==> config.mk <==
export PLATFORM = sky130hd
export DESIGN_NAME = irq_stat_en_ctrl
export DESIGN_NICKNAME = d
export VERILOG_FILES = /design/src/rtl/irqc_pkg.sv /design/src/rtl/irqc_decode.sv /design/src/rtl/irqc_flag_bank.sv /design/src/rtl/irqc_ctrl.sv /design/src/rtl/irqc_out.sv /design/src/rtl/irq_stat_en_ctrl.sv
export SDC_FILE = /design/constraint.sdc
export NUM_CORES = 1
export LEC_CHECK = 0
export BUFFER_PORTS_ARGS = -buffer_cell sky130_fd_sc_hd__buf_4
export CAP_MARGIN = 30
export CORE_ASPECT_RATIO = 1.75
export CORE_MARGIN = 4
export CORE_UTILIZATION = 30
export CTS_BUF_LIST = sky130_fd_sc_hd__clkbuf_4 sky130_fd_sc_hd__clkbuf_8
export CTS_CLUSTER_SIZE = 20
export DETAILED_ROUTE_END_ITERATION = 6
export GPL_ROUTABILITY_DRIVEN = 1
export PLACE_DENSITY = 0.72
export SETUP_SLACK_MARGIN = 0.4
export SLEW_MARGIN = 0
export SYNTH_ARGS = -nofsm -noshare
export SYNTH_HDL_FRONTEND = slang
export SYNTH_SLANG_ARGS = --single-unit
export TNS_END_PERCENT = 10
==> constraint.sdc <==
create_clock -name clk -period 3.4 [get_ports clk]
set_input_delay 0.17 -clock clk [delete_from_list [all_inputs] [get_ports clk]]
set_output_delay 0.17 -clock clk [all_outputs]
set_load 0.02 [all_outputs]
==> src/rtl/irqc_pkg.sv <==
`timescale 1ns/1ps
package irqc_pkg;
   localparam int REG_W = 32;

   typedef struct packed {
      logic wr_stat;
      logic wr_enab;
      logic rd_stat;
      logic rd_enab;
      logic hit;
   } irqc_dec_t;
endpackage

==> src/rtl/irqc_decode.sv <==
`timescale 1ns/1ps
module irqc_decode
   import irqc_pkg::*;
#(
   parameter int ADDR_W    = 2,
   parameter int STAT_ADDR = 0,
   parameter int ENAB_ADDR = 1
) (
   input  logic [ADDR_W-1:0] addr_i,
   input  logic              wr_i,
   input  logic              rd_i,
   output irqc_dec_t         dec_o
);
   localparam logic [ADDR_W-1:0] S_A = ADDR_W'(STAT_ADDR);
   localparam logic [ADDR_W-1:0] E_A = ADDR_W'(ENAB_ADDR);

   logic is_stat, is_enab;

   always_comb begin
      is_stat       = (addr_i == S_A);
      is_enab       = (addr_i == E_A);
      dec_o.wr_stat = wr_i & is_stat;
      dec_o.wr_enab = wr_i & is_enab;
      dec_o.rd_stat = rd_i & is_stat;
      dec_o.rd_enab = rd_i & is_enab;
      dec_o.hit     = is_stat | is_enab;
   end
endmodule

==> src/rtl/irqc_flag_bank.sv <==
`timescale 1ns/1ps
module irqc_flag_bank #(
   parameter int N_SRC = 8
) (
   input  logic             clk,
   input  logic             rst_n,
   input  logic [N_SRC-1:0] evt_i,
   input  logic             clr_we_i,
   input  logic [N_SRC-1:0] wbits_i,
   output logic [N_SRC-1:0] flags_o
);
   for (genvar i = 0; i < N_SRC; i++) begin : g_bit
      logic bit_q;
      // a new event outranks a software clear in the same cycle
      always_ff @(posedge clk or negedge rst_n) begin
         if (!rst_n)
            bit_q <= 1'b0;
         else if (evt_i[i])
            bit_q <= 1'b1;
         else if (clr_we_i && !wbits_i[i])
            bit_q <= 1'b0;
      end
      assign flags_o[i] = bit_q;
   end
endmodule

==> src/rtl/irqc_ctrl.sv <==
`timescale 1ns/1ps
module irqc_ctrl
   import irqc_pkg::*;
#(
   parameter int N_SRC   = 8,
   parameter int GIE_BIT = 31
) (
   input  logic             clk,
   input  logic             rst_n,
   input  irqc_dec_t        dec_i,
   input  logic [REG_W-1:0] wdata_i,
   output logic [N_SRC-1:0] en_o,
   output logic             auto_o,
   output logic             gie_o
);
   logic [N_SRC-1:0] en_q;
   logic             auto_q, gie_q;

   always_ff @(posedge clk or negedge rst_n) begin
      if (!rst_n) begin
         en_q   <= '0;
         auto_q <= 1'b0;
      end else if (dec_i.wr_enab) begin
         en_q   <= wdata_i[N_SRC-1:0];
         auto_q <= wdata_i[GIE_BIT];
      end
   end

   // explicit write beats the read side effect
   always_ff @(posedge clk or negedge rst_n) begin
      if (!rst_n)
         gie_q <= 1'b0;
      else if (dec_i.wr_stat)
         gie_q <= wdata_i[GIE_BIT];
      else if (dec_i.rd_stat && auto_q)
         gie_q <= 1'b0;
   end

   assign en_o   = en_q;
   assign auto_o = auto_q;
   assign gie_o  = gie_q;
endmodule

==> src/rtl/irqc_out.sv <==
`timescale 1ns/1ps
module irqc_out #(
   parameter int N_SRC = 8
) (
   input  logic             clk,
   input  logic             rst_n,
   input  logic [N_SRC-1:0] flags_i,
   input  logic [N_SRC-1:0] en_i,
   input  logic             gie_i,
   output logic             irq_n_o
);
   logic any_req, irq_n_q;

   assign any_req = gie_i & (|(flags_i & en_i));

   always_ff @(posedge clk or negedge rst_n) begin
      if (!rst_n) irq_n_q <= 1'b1;
      else        irq_n_q <= ~any_req;
   end

   assign irq_n_o = irq_n_q;
endmodule

==> src/rtl/irq_stat_en_ctrl.sv <==
`timescale 1ns/1ps
module irq_stat_en_ctrl
   import irqc_pkg::*;
#(
   parameter int N_SRC     = 8,
   parameter int GIE_BIT   = 31,
   parameter int ADDR_W    = 2,
   parameter int STAT_ADDR = 0,
   parameter int ENAB_ADDR = 1
) (
   input  logic              clk,
   input  logic              rst_n,
   input  logic [N_SRC-1:0]  evt_i,
   input  logic [ADDR_W-1:0] reg_addr_i,
   input  logic              reg_wr_i,
   input  logic [31:0]       reg_wdata_i,
   input  logic              reg_rd_i,
   output logic [31:0]       reg_rdata_o,
   output logic              irq_n_o
);
   if (N_SRC < 1 || N_SRC > GIE_BIT) begin : g_bad_nsrc
      $error("N_SRC must lie in 1..GIE_BIT");
   end
   if (GIE_BIT >= REG_W) begin : g_bad_gie
      $error("GIE_BIT must fit in the register word");
   end
   if (STAT_ADDR == ENAB_ADDR || STAT_ADDR >= (1 << ADDR_W) || ENAB_ADDR >= (1 << ADDR_W)) begin : g_bad_addr
      $error("register addresses must be distinct and reachable");
   end

   irqc_dec_t        dec;
   logic [N_SRC-1:0] flag_q, en_q;
   logic             auto_q, gie_q;
   logic [REG_W-1:0] stat_word, enab_word;

   irqc_decode #(.ADDR_W(ADDR_W), .STAT_ADDR(STAT_ADDR), .ENAB_ADDR(ENAB_ADDR)) u_dec (
      .addr_i (reg_addr_i),
      .wr_i   (reg_wr_i),
      .rd_i   (reg_rd_i),
      .dec_o  (dec)
   );

   irqc_flag_bank #(.N_SRC(N_SRC)) u_flags (
      .clk      (clk),
      .rst_n    (rst_n),
      .evt_i    (evt_i),
      .clr_we_i (dec.wr_stat),
      .wbits_i  (reg_wdata_i[N_SRC-1:0]),
      .flags_o  (flag_q)
   );

   irqc_ctrl #(.N_SRC(N_SRC), .GIE_BIT(GIE_BIT)) u_ctrl (
      .clk     (clk),
      .rst_n   (rst_n),
      .dec_i   (dec),
      .wdata_i (reg_wdata_i),
      .en_o    (en_q),
      .auto_o  (auto_q),
      .gie_o   (gie_q)
   );

   irqc_out #(.N_SRC(N_SRC)) u_out (
      .clk     (clk),
      .rst_n   (rst_n),
      .flags_i (flag_q),
      .en_i    (en_q),
      .gie_i   (gie_q),
      .irq_n_o (irq_n_o)
   );

   always_comb begin
      stat_word                = '0;
      enab_word                = '0;
      stat_word[N_SRC-1:0]     = flag_q;
      stat_word[GIE_BIT]       = gie_q;
      enab_word[N_SRC-1:0]     = en_q;
      enab_word[GIE_BIT]       = auto_q;
      reg_rdata_o              = '0;
      if (dec.rd_stat)      reg_rdata_o = stat_word;
      else if (dec.rd_enab) reg_rdata_o = enab_word;
   end
endmodule

# Yosys cells after proc, flatten, opt, wreduce, memory -nomap -nowiden

Cells that the tools add are included.

Input bits: 46
Flip-flop bits (word level): 19
Output and inout bits: 33

Bitwise gates (word level): 7
Equal/unequal tests: 1
Muxes and demuxes: 20
Reductions and logical operators: 28

Operator list:

| kind                 | number |
|---|---|
| $mux W32             | 2 |
| $mux W1              | 18 |
| $reduce_bool A2 Y1   | 9 |
| $logic_and A1 B1 Y1  | 9 |
| $and A8 B8 Y8        | 1 |
| $logic_not A1 Y1     | 8 |
| $reduce_or A8 Y1     | 1 |
| $and A1 B1 Y1        | 5 |
| $eq A2 B1 Y1 const B | 1 |
| $logic_not A2 Y1     | 1 |
| $not A1 Y1           | 1 |

# Logic depth before layout (Yosys ltp)

Gate-level depths: netlist of the first run.

Word-level depth: 5
Gate-level depth with buffers: 4
Gate-level depth less buffers: 2

# By module

A second synthesis of the first run with hierarchy kept.

Cell total of the unflattened synthesis: 106
Area total of the unflattened synthesis: 1187.4 um^2

By module, submodules not included:

| module           | instances | area an instance (um^2) | cells an instance |
|---|---|---|---|
| irqc_ctrl        | 1         | 415.4                   | 23 |
| irqc_flag_bank   | 1         | 370.4                   | 32 |
| irq_stat_en_ctrl | 1         | 287.8                   | 40 |
| irqc_out         | 1         | 77.6                    | 6 |
| irqc_decode      | 1         | 36.3                    | 5 |

# Least setup slack after synthesis of the first run

No wires, ideal clock.

Path type: register to register
From: reg u_ctrl.auto_q, in the netlist u_ctrl.auto_o
To: reg u_ctrl.gie_q, in the netlist u_ctrl.gie_o
Slack: 2.252 ns
Stages on the path, launching flop included: 3
Setup time: 0.120 ns
Data required time: 3.280 ns
Path buffers: 0
Arrival: 1.028 ns
Path through: dfrtp_1 > or4bb_1 > a31o_2

Longest elaborated chain between the ends: 2

Ends and longest elaborated chain:

| element                      | RTL line        | source |
|---|---|---|
| from (decl)                  | irqc_ctrl.sv:17 | `logic auto_q, gie_q;` |
| from (signal assigned)       | irqc_ctrl.sv:25 | `auto_q <= wdata_i[GIE_BIT];` |
| $logic_and A1 B1 Y1          | irqc_ctrl.sv:35 | `else if (dec_i.rd_stat && auto_q)` |
| $reduce_bool A2 Y1 (no line) | -               |  |
| to (signal assigned)         | irqc_ctrl.sv:34 | `gie_q <= wdata_i[GIE_BIT];` |
| to (decl)                    | irqc_ctrl.sv:17 |  |

No other way between the ends.
A chain may end at the register's enable or synchronous reset.

# Final worst setup path of the first run

Ends and elaborated chain as after synthesis.

==> impl_metrics.yaml, run 1 <==
clock_network:
  clk_path_buf_depth: 2
  clk_pin_slew_ns: 0.07
  clockRootBuffer: "clkbuf_8"
  cts_tree: "done"
  cts_setup_buffers: 0
  cts_buffers: 3
  clk_latency_ns: 0.25
  htreeDepth: 1
  cts_num_sinks: 19
global_route:
  grt_max_degree: 22
  antenna_found_initial: 0
  grt_pass1_vias: 863
  track_usage_pct: 10.5
  grt_pass1_wl_um: 3970
  grt-ovfl-total: 0
worst_setup_path:
  path_buf_inv: 0
  worst-path-stages: 2
  r2r_slack_ns: 2.19
  reg2reg_from: "u_ctrl.auto_o$_DFFE_PN0P_"
  slowest_stage: "or4bb_1"
  regToRegEndpoint: "u_ctrl.gie_o$_DFFE_PN0P_"
  crit_path_max_fanout: 3
  worstPathRequired_ns: 3.55
  crit_arrival_ns: 1.36
  cp-end-kind: "flip-flop"
  path_cells: "or4bb_1 > a31o_2"
  crit_path_end: "u_ctrl.gie_o$_DFFE_PN0P_"
  crit_type: "reg -> reg"
  critPathLaunch: "u_ctrl.auto_o$_DFFE_PN0P_"
  startpoint_type: "flip-flop"
  r2r_cells: 2
  cp_slowest_stage_delay_ns: 0.49
  cpLargestDelayFamily: "simple AND/OR/NAND/NOR gates"
yosys:
  synth_cell_types: 21
  synthCells: 102
  syn_area_um2: 1150
  netlist_top_cells_area: "dfrtp_1 (39%), buf_4 (15%), mux2_2 (8.8%)"
  yosysSeqAreaShare_pct: 41.4
  synth_top_area_share_pct: 39.1
  synth_top_cell_by_area: "dfrtp_1"
  synth.avg_cell_area_um2: 11.3
  ys_seq_elements: 19
  ys.warnings.count: 0
timing:
  fmax_mhz: 826
  hold_viol: 0
  period_minus_slack_ns: 1.21
  final.setup_skew_ns: 0.00606
  setup_viol: 0
  maxSlewViolCount: 0
  post-route-period-util_pct: 35.6
  tns_ns: 0
  rsz0062_at_grt: "no"
pwr:
  p_sw_share_pct: 29.4
  p_int_uw: 406
  clockPowerShare_pct: 26.6
  seq_power_share_pct: 47.8
  p_comb_share_pct: 25.6
  power.static_leakage_uw: 0.000652
  p_switching_uw: 169
  powerDensity_nw_per_um2: 415
  vdd_drop_max_mv: 0.245
floorplanning:
  fp-row-count: 29
  core-area_um2: 3660
  die-area_um2: 4930
  ios: 79
  die_h_um: 89.9
  start_util_pct: 31.4
  die_w_um: 54.8
route:
  wl_per_cell_um: 13.9
  drt_iter0_markers: 11
  num_vias: 818
  drt_wl_total_um: 2480
  route.detailed.drc: 0
  ant_nets: 0
  viasPerCell: 4.57
  drt-pass1-iter-count: 4
run_status:
  status: "completed"
placement:
  gp_congestion: 0.684
  dpl_cell_area_um2: 1330
  dpl.hpwl_um: 1870
  numPortBuffers: 32
min_path:
  hold_path_class: "in -> reg"
  whs_path_depth: 2
layout:
  fin_util_pct: 37.8
  drive_above_1_share_pct: 36.8
  fin_area_um2: 1390
  nets: 180
  antennaDiodeCount: 0
  syn2layout_area_growth_pct: 20.3
job:
  drv_cap: 0
cells by family (layout without fill, tap and decap cells):
| family | Yosys count | count (layout) | synth area share (%) |
|---|---|---|---|
| buffers and inverters | 28 | 37 | 17.6 |
| AND/OR/NAND/NOR | 22 | 22 | 14.2 |
| flip-flops | 19 | 19 | 41.4 |
| multiplexers | 18 | 18 | 16.6 |
| AO/OA/AOI/OAI | 14 | 14 | 9.78 |
| other | 1 | 23 | 0.326 |
layout make-up:
| class | instances | area (µm²) |
|---|---|---|
| Clock buffer | 3 | 41.3 |
| Clock inverter | 1 | 5.00 |
| Fill cell | 379 | 2280 |
| Multi-Input combinational cell | 77 | 554 |
| Sequential cell | 19 | 477 |
| Tap cell | 46 | 57.6 |
| Timing Repair Buffer | 33 | 250 |
worst min-delay path by stage:
stage	start	endpoint	slack, ns
finish	evt_i[3]	u_flags.g_bit[3].bit_q$_DFFE_PN0P_	0.09
global route	evt_i[3]	u_flags.g_bit[3].bit_q$_DFFE_PN0P_	0.08
CTS	evt_i[3]	u_flags.g_bit[3].bit_q$_DFFE_PN0P_	0.09
detailed placement	rst_n	u_ctrl.en_o[6]$_DFFE_PN0P_	0.06
global placement	rst_n	u_flags.g_bit[6].bit_q$_DFFE_PN0P_	0.05
floorplan	rst_n	u_ctrl.auto_o$_DFFE_PN0P_	-0.13
synthesized netlist by cell type:
master and n:
a21o_1 8, a22o_1 4, a31o_2 1, and4bb_2 1
buf_2 2, buf_4 23, buf_6 1, clkbuf_1 1
clkbuf_2 1, conb_1 1, dfrtp_1 18, dfstp_2 1
mux2_2 9, mux2i_1 9, nand2b_1 1, nand3b_2 1
nor2_1 9, o41ai_1 1, or3b_1 1, or4b_1 8
or4bb_1 1
timing repair:
| action | CTS | global route |
|---|---|---|
| resized for setup | 0 | 0 |
| hold buffers | 1 | 0 |
| endpoints found under the hold margin | 18 | 0 |
cells in the final DEF, fill, tap and decap left out:
cell type       n
buf_4          32
conb_1         23
dfrtp_1        18
mux2i_1         9
nor2_1          9
mux2_2          9
or4b_1          8
a21o_1          8
a22o_1          4
clkbuf_8        3
nand2b_1        1
o41ai_1         1
nand3b_2        1
or3b_1          1
or4bb_1         1
and4bb_2        1
a31o_2          1
clkinv_2        1
dlygate4sd3_1   1
dfstp_2         1
registers in the layout, summed over array words and instances, names as in the netlist:
register	flops
u_ctrl.en_o	8
u_flags.g_bit.bit_q	8
u_ctrl.auto_o	1
u_ctrl.gie_o	1
u_out.irq_n_o	1
metal layers:
metal  GRT usage (%)  part of all wire [%]  up-vias
li1                -                     -      381
met5               0                     0        -
met1            12.5                    39      397
met2            18.3                    53       40
met3            1.99                   8.1        0
met4            2.49                     0        0
metrics by stage:
step                total power, µW  worst slack [ns]  std cells  hold slack (ns)
floorplan                       392              2.25        124           -0.126
CTS                             583              2.18        179           0.0870
finish                          575              2.19        179           0.0924
detailed placement              426              2.15        174           0.0566
global placement                420              2.18        174           0.0521
global route                    611              2.13        179           0.0788
power by group through the flow:
stage | combinational, µW | clock, µW | sequential [µW]
after floorplan | 115 | 0 | 276
after global placement | 143 | 0 | 277
after detailed placement | 147 | 0 | 279
after CTS | 148 | 160 | 275
after global routing | 161 | 172 | 278
final | 147 | 153 | 275
Note: power is estimated with default switching activity, not from simulation.
==> run 2: changes to the inputs <==
- PLACE_DENSITY: 0.72 -> 0.75
- clock period: 3.4 -> 1.1 ns (I/O delays scaled with it)
==> impl_metrics.yaml, run 2 (synthesis results as in run 1) <==
run_status:
  status: "complete, but fails checks"
  violations: "negative hold slack, negative setup slack"
worst_setup_path:
  crit_type: "reg -> out"
  reg2reg_from: "u_ctrl.auto_o$_DFFE_PN0P_"
  cp-end-kind: "output pin"
  crit_path_max_fanout: 2
  worstPathRequired_ns: 1.04
  crit_arrival_ns: 1.13
  startpoint_type: "flip-flop"
  critPathLaunch: "u_flags.g_bit[4].bit_q$_DFFE_PN0P_"
  r2r_slack_ns: 0
floorplanning:
  die_h_um: 89.9
  start_util_pct: 31.4
  core-area_um2: 3660
  die-area_um2: 4930
  fp-row-count: 29
  ios: 79
  die_w_um: 54.8
pwr:
  powerDensity_nw_per_um2: 1260
  power.static_leakage_uw: 0.000687
  vdd_drop_max_mv: 0.530
layout:
  antennaDiodeCount: 0
  fin_util_pct: 39.6
  final_cell_count_no_fill: 185
  final_cell_mix: "buf_4 (34), conb_1 (23), dfrtp_1 (18)"
  fillCellCount: 386
  syn2layout_area_growth_pct: 26.2
  fin_area_um2: 1450
  drive_above_1_share_pct: 40.3
  nets: 186
  final_common_cell: "buf_4"
clock_network:
  htreeDepth: 1
  clk_path_buf_depth: 2
  clockRootBuffer: "clkbuf_8"
  postCtsHoldBufs: 1
  cts_buffers: 3
  clk_latency_ns: 0.25
  clk_pin_slew_ns: 0.07
  cts_num_sinks: 19
  cts_tree: "done"
timing:
  period_minus_slack_ns: 1.18
  maxSlewViolCount: 0
  fmax_mhz: 845
  tns_ns: -0.218
  post-route-period-util_pct: 108
  holdWs_ns: -0.0274
  setup_viol: 3
  rsz0062_at_grt: "yes"
  final.setup_skew_ns: 0.00214
  hold_viol: 8
  setup_ws_ns: -0.0838
global_route:
  grt-ovfl-total: 0
  track_usage_pct: 10.5
  grt_pass1_vias: 861
  grt_max_degree: 20
  antenna_found_initial: 0
  grt_pass1_wl_um: 3900
placement:
  numPortBuffers: 32
  gp_congestion: 0.712
  placed_cells: 179
  dpl_cell_area_um2: 1370
  dpl.hpwl_um: 1940
route:
  drt_wl_total_um: 2460
  wl_per_cell_um: 13.3
  num_vias: 861
  drt_iter0_markers: 9
  drt-pass1-iter-count: 4
  route.detailed.drc: 0
  viasPerCell: 4.65
  ant_nets: 0
job:
  drv_cap: 0
min_path:
  min_from: "evt_i[2]"
  hold_path_class: "in -> reg"
-- run 2: report_power, final --
group	leakage [µW]	internal [µW]	switching, µW
Clock	0.0000255	252	231
Combinational	0.000459	245	247
Sequential	0.000203	789	60.4
Total	0.000687	1290	539
-- run 2: critical path, cell delays in order, from the launching register on --
cell	delay (ns)
dfrtp_1	0.40
buf_6	0.12
mux2i_1	0.13
nor2_1	0.06
buf_4	0.17
-- run 2: final timing paths --
check / to / cells after the start
worst max-delay path: reg_rdata_o[4] / 4
worst min register to register: u_out.irq_n_o$_DFF_PN1_ / 1
max in group asynchronous: u_out.irq_n_o$_DFF_PN1_ / 2
min in group asynchronous: u_ctrl.en_o[3]$_DFFE_PN0P_ / 2
worst min-delay path: u_flags.g_bit[2].bit_q$_DFFE_PN0P_ / 2
worst max register to register: u_ctrl.gie_o$_DFFE_PN0P_ / 2
-- run 2: area by class of cell --
class | instances | area (µm²) | share of cell area (%)
clock inverter | 1 | 5.00 | 0.345
multi-input combinational | 77 | 562 | 38.7
clock buffer | 3 | 41.3 | 2.84
tap | 46 | 57.6 | 3.96
sequential | 19 | 477 | 32.8
timing repair buffer | 39 | 310 | 21.4
-- run 2: stage by stage --
stage | setup slack, ns | total power, µW
6_report | -0.0838 | 1820
5_1_grt | -0.173 | 1920
4_1_cts | -0.0863 | 1840
3_5_place_dp | 0.00627 | 1330
3_3_place_gp | 0.0179 | 1320
2_1_floorplan | 0.0469 | 1210
-- run 2: metal layers --
metal  routed length [µm]  up-vias  track usage (%)
li1                     -      392                -
met1                  877      426             11.9
met2                 1340       39             18.0
met3                  205        4             1.32
met4                   45        0             4.99
met5                    0        -                0
-- run 2: timing repair --
| item | CTS | global route |
|---|---|---|
| resized for setup | 5 | 0 |
| endpoints found under the setup margin | 29 | 29 |
| buffers inserted | 1 | 0 |
| pin swaps | 2 | 2 |
| endpoints found under the hold margin | 27 | 8 |
==> run 3: changes to the inputs <==
- CORE_UTILIZATION: 30 -> 35
- PLACE_DENSITY: 0.75 -> 0.83
==> impl_metrics.yaml, run 3 (synthesis results as in run 1) <==
layout:
  syn2layout_area_growth_pct: 29.1
  nets: 186
  antennaDiodeCount: 0
  final_common_cell: "buf_4"
  final_cell_mix: "buf_4 (36), conb_1 (23), dfrtp_1 (18)"
  fillCellCount: 301
  drive_above_1_share_pct: 41.7
  fin_util_pct: 47.3
worst_setup_path:
  cp-end-kind: "output pin"
  path_buf_inv: 2
  crit_type: "reg -> out"
  startpoint_type: "flip-flop"
  crit_path_max_fanout: 2
  worst-path-stages: 4
  worstPathRequired_ns: 1.04
  path_cells: "buf_6 > mux2i_1 > nor2_1 > buf_4"
  cpLargestDelayFamily: "flip-flops"
  r2r_cells: 2
  slowest_stage: "dfrtp_1"
  crit_arrival_ns: 1.10
  cp_slowest_stage_delay_ns: 0.40
clock_network:
  cts_num_sinks: 19
  cts_tree: "done"
  clockRootBuffer: "clkbuf_8"
  clk_pin_slew_ns: 0.07
  htreeDepth: 1
  clk_path_buf_depth: 2
  postCtsHoldBufs: 1
  clk_latency_ns: 0.25
  cts_buffers: 3
run_status:
  violations: "negative hold slack, negative setup slack"
  status: "complete, but fails checks"
route:
  num_vias: 844
  ant_nets: 0
  wl_per_cell_um: 14.5
  drt_wl_total_um: 2650
  drt-pass1-iter-count: 4
  route.detailed.drc: 0
  drt_iter0_markers: 18
  viasPerCell: 4.64
timing:
  period_minus_slack_ns: 1.16
  hold_viol: 8
  setup_viol: 4
  final.setup_skew_ns: 0.00392
  setup_ws_ns: -0.0580
  maxSlewViolCount: 0
  post-route-period-util_pct: 105
  rsz0062_at_grt: "yes"
  fmax_mhz: 864
  holdWs_ns: -0.0229
global_route:
  grt_pass1_wl_um: 4330
  grt_use_met2_pct: 22.8
  grtUsageMet1_pct: 15.4
  grt_pass1_vias: 921
  track_usage_pct: 13.1
  grt-ovfl-total: 0
  grt_max_degree: 20
  gr-max-usage-layer: "met2"
  antenna_found_initial: 0
  grt_use_met3_pct: 1.25
pwr:
  clockPowerShare_pct: 26.7
  report.power.total_uw: 1900
  p_int_uw: 1340
  p_comb_share_pct: 28.1
  power.static_leakage_uw: 0.000733
  vdd_drop_max_mv: 0.788
  p_switching_uw: 555
  seq_power_share_pct: 45.2
  powerDensity_nw_per_um2: 1280
  p_sw_share_pct: 29.2
placement:
  gp_congestion: 0.737
  numPortBuffers: 32
  dpl.hpwl_um: 1960
floorplanning:
  die_h_um: 83.9
  core-area_um2: 3140
  die-area_um2: 4310
  die_w_um: 51.4
  ios: 79
  start_util_pct: 36.6
  fp-row-count: 27
min_path:
  whs_path_depth: 2
  hold_path_class: "in -> reg"
job:
  drv_cap: 0
==> run 3: changes by cell type in the layout (fill, tap and decap cells not counted), sizes merged <==
cell / change
clkinv: -1
clkbuf: +1
==> run 3: path summary, 6_finish.rpt <==
kind                                                    start  slack, ns                            endpoint
max                        u_flags.g_bit[5].bit_q$_DFFE_PN0P_      -0.06                      reg_rdata_o[5]
min in group asynchronous                               rst_n       0.20            u_ctrl.gie_o$_DFFE_PN0P_
min                                                  evt_i[4]      -0.02  u_flags.g_bit[4].bit_q$_DFFE_PN0P_
min reg2reg                          u_ctrl.gie_o$_DFFE_PN0P_       0.47             u_out.irq_n_o$_DFF_PN1_
max reg2reg                         u_ctrl.auto_o$_DFFE_PN0P_          0            u_ctrl.gie_o$_DFFE_PN0P_
max in group asynchronous                               rst_n       0.63             u_out.irq_n_o$_DFF_PN1_
==> run 3: power groups by stage <==
| stage | clock network (µW) | registers, µW | logic [µW] |
|---|---|---|---|
| floorplan | 0 | 854 | 356 |
| global placement | 0 | 855 | 451 |
| detailed placement | 0 | 866 | 462 |
| CTS | 513 | 857 | 523 |
| global route | 541 | 870 | 578 |
| finish | 508 | 858 | 533 |
==> run 3: stage by stage <==
step | area (µm²) | cells | setup TNS, ns | setup WS (ns) | hold WS, ns
final | 1490 | 182 | -0.0825 | -0.0580 | -0.0229
after global routing | 1490 | 182 | -0.689 | -0.165 | -0.0250
after CTS | 1470 | 181 | -0.111 | -0.0729 | -0.0228
after detailed placement | 1360 | 175 | 0 | 0.00105 | -0.0594
after global placement | 1360 | 175 | 0 | 0.0278 | -0.0672
after floorplan | 1230 | 124 | 0 | 0.0469 | -0.241
==> run 3: metal layers <==
| layer | wire [µm] | vias to the layer above |
|---|---|---|
| met2 | 1460 | 41 |
| met4 | 34 | 0 |
| met5 | 0 | - |
| met3 | 184 | 4 |
| li1 | - | 391 |
| met1 | 972 | 408 |
==> run 3: layout make-up <==
cell class                 count  area, µm²  share of cell area (%)
clock buffer                   4       48.8                    3.28
multi-input combinational     77        604                    40.7
sequential                    19        477                    32.1
tap                           43       53.8                    3.62
timing repair buffer          39        303                    20.4
==> run 3: what timing repair did <==
action,CTS,global route
pin swaps,5,2
buffers inserted,1,1
gates resized for setup,10,3
endpoints found under the setup margin,29,29
hold endpoints to repair,27,7
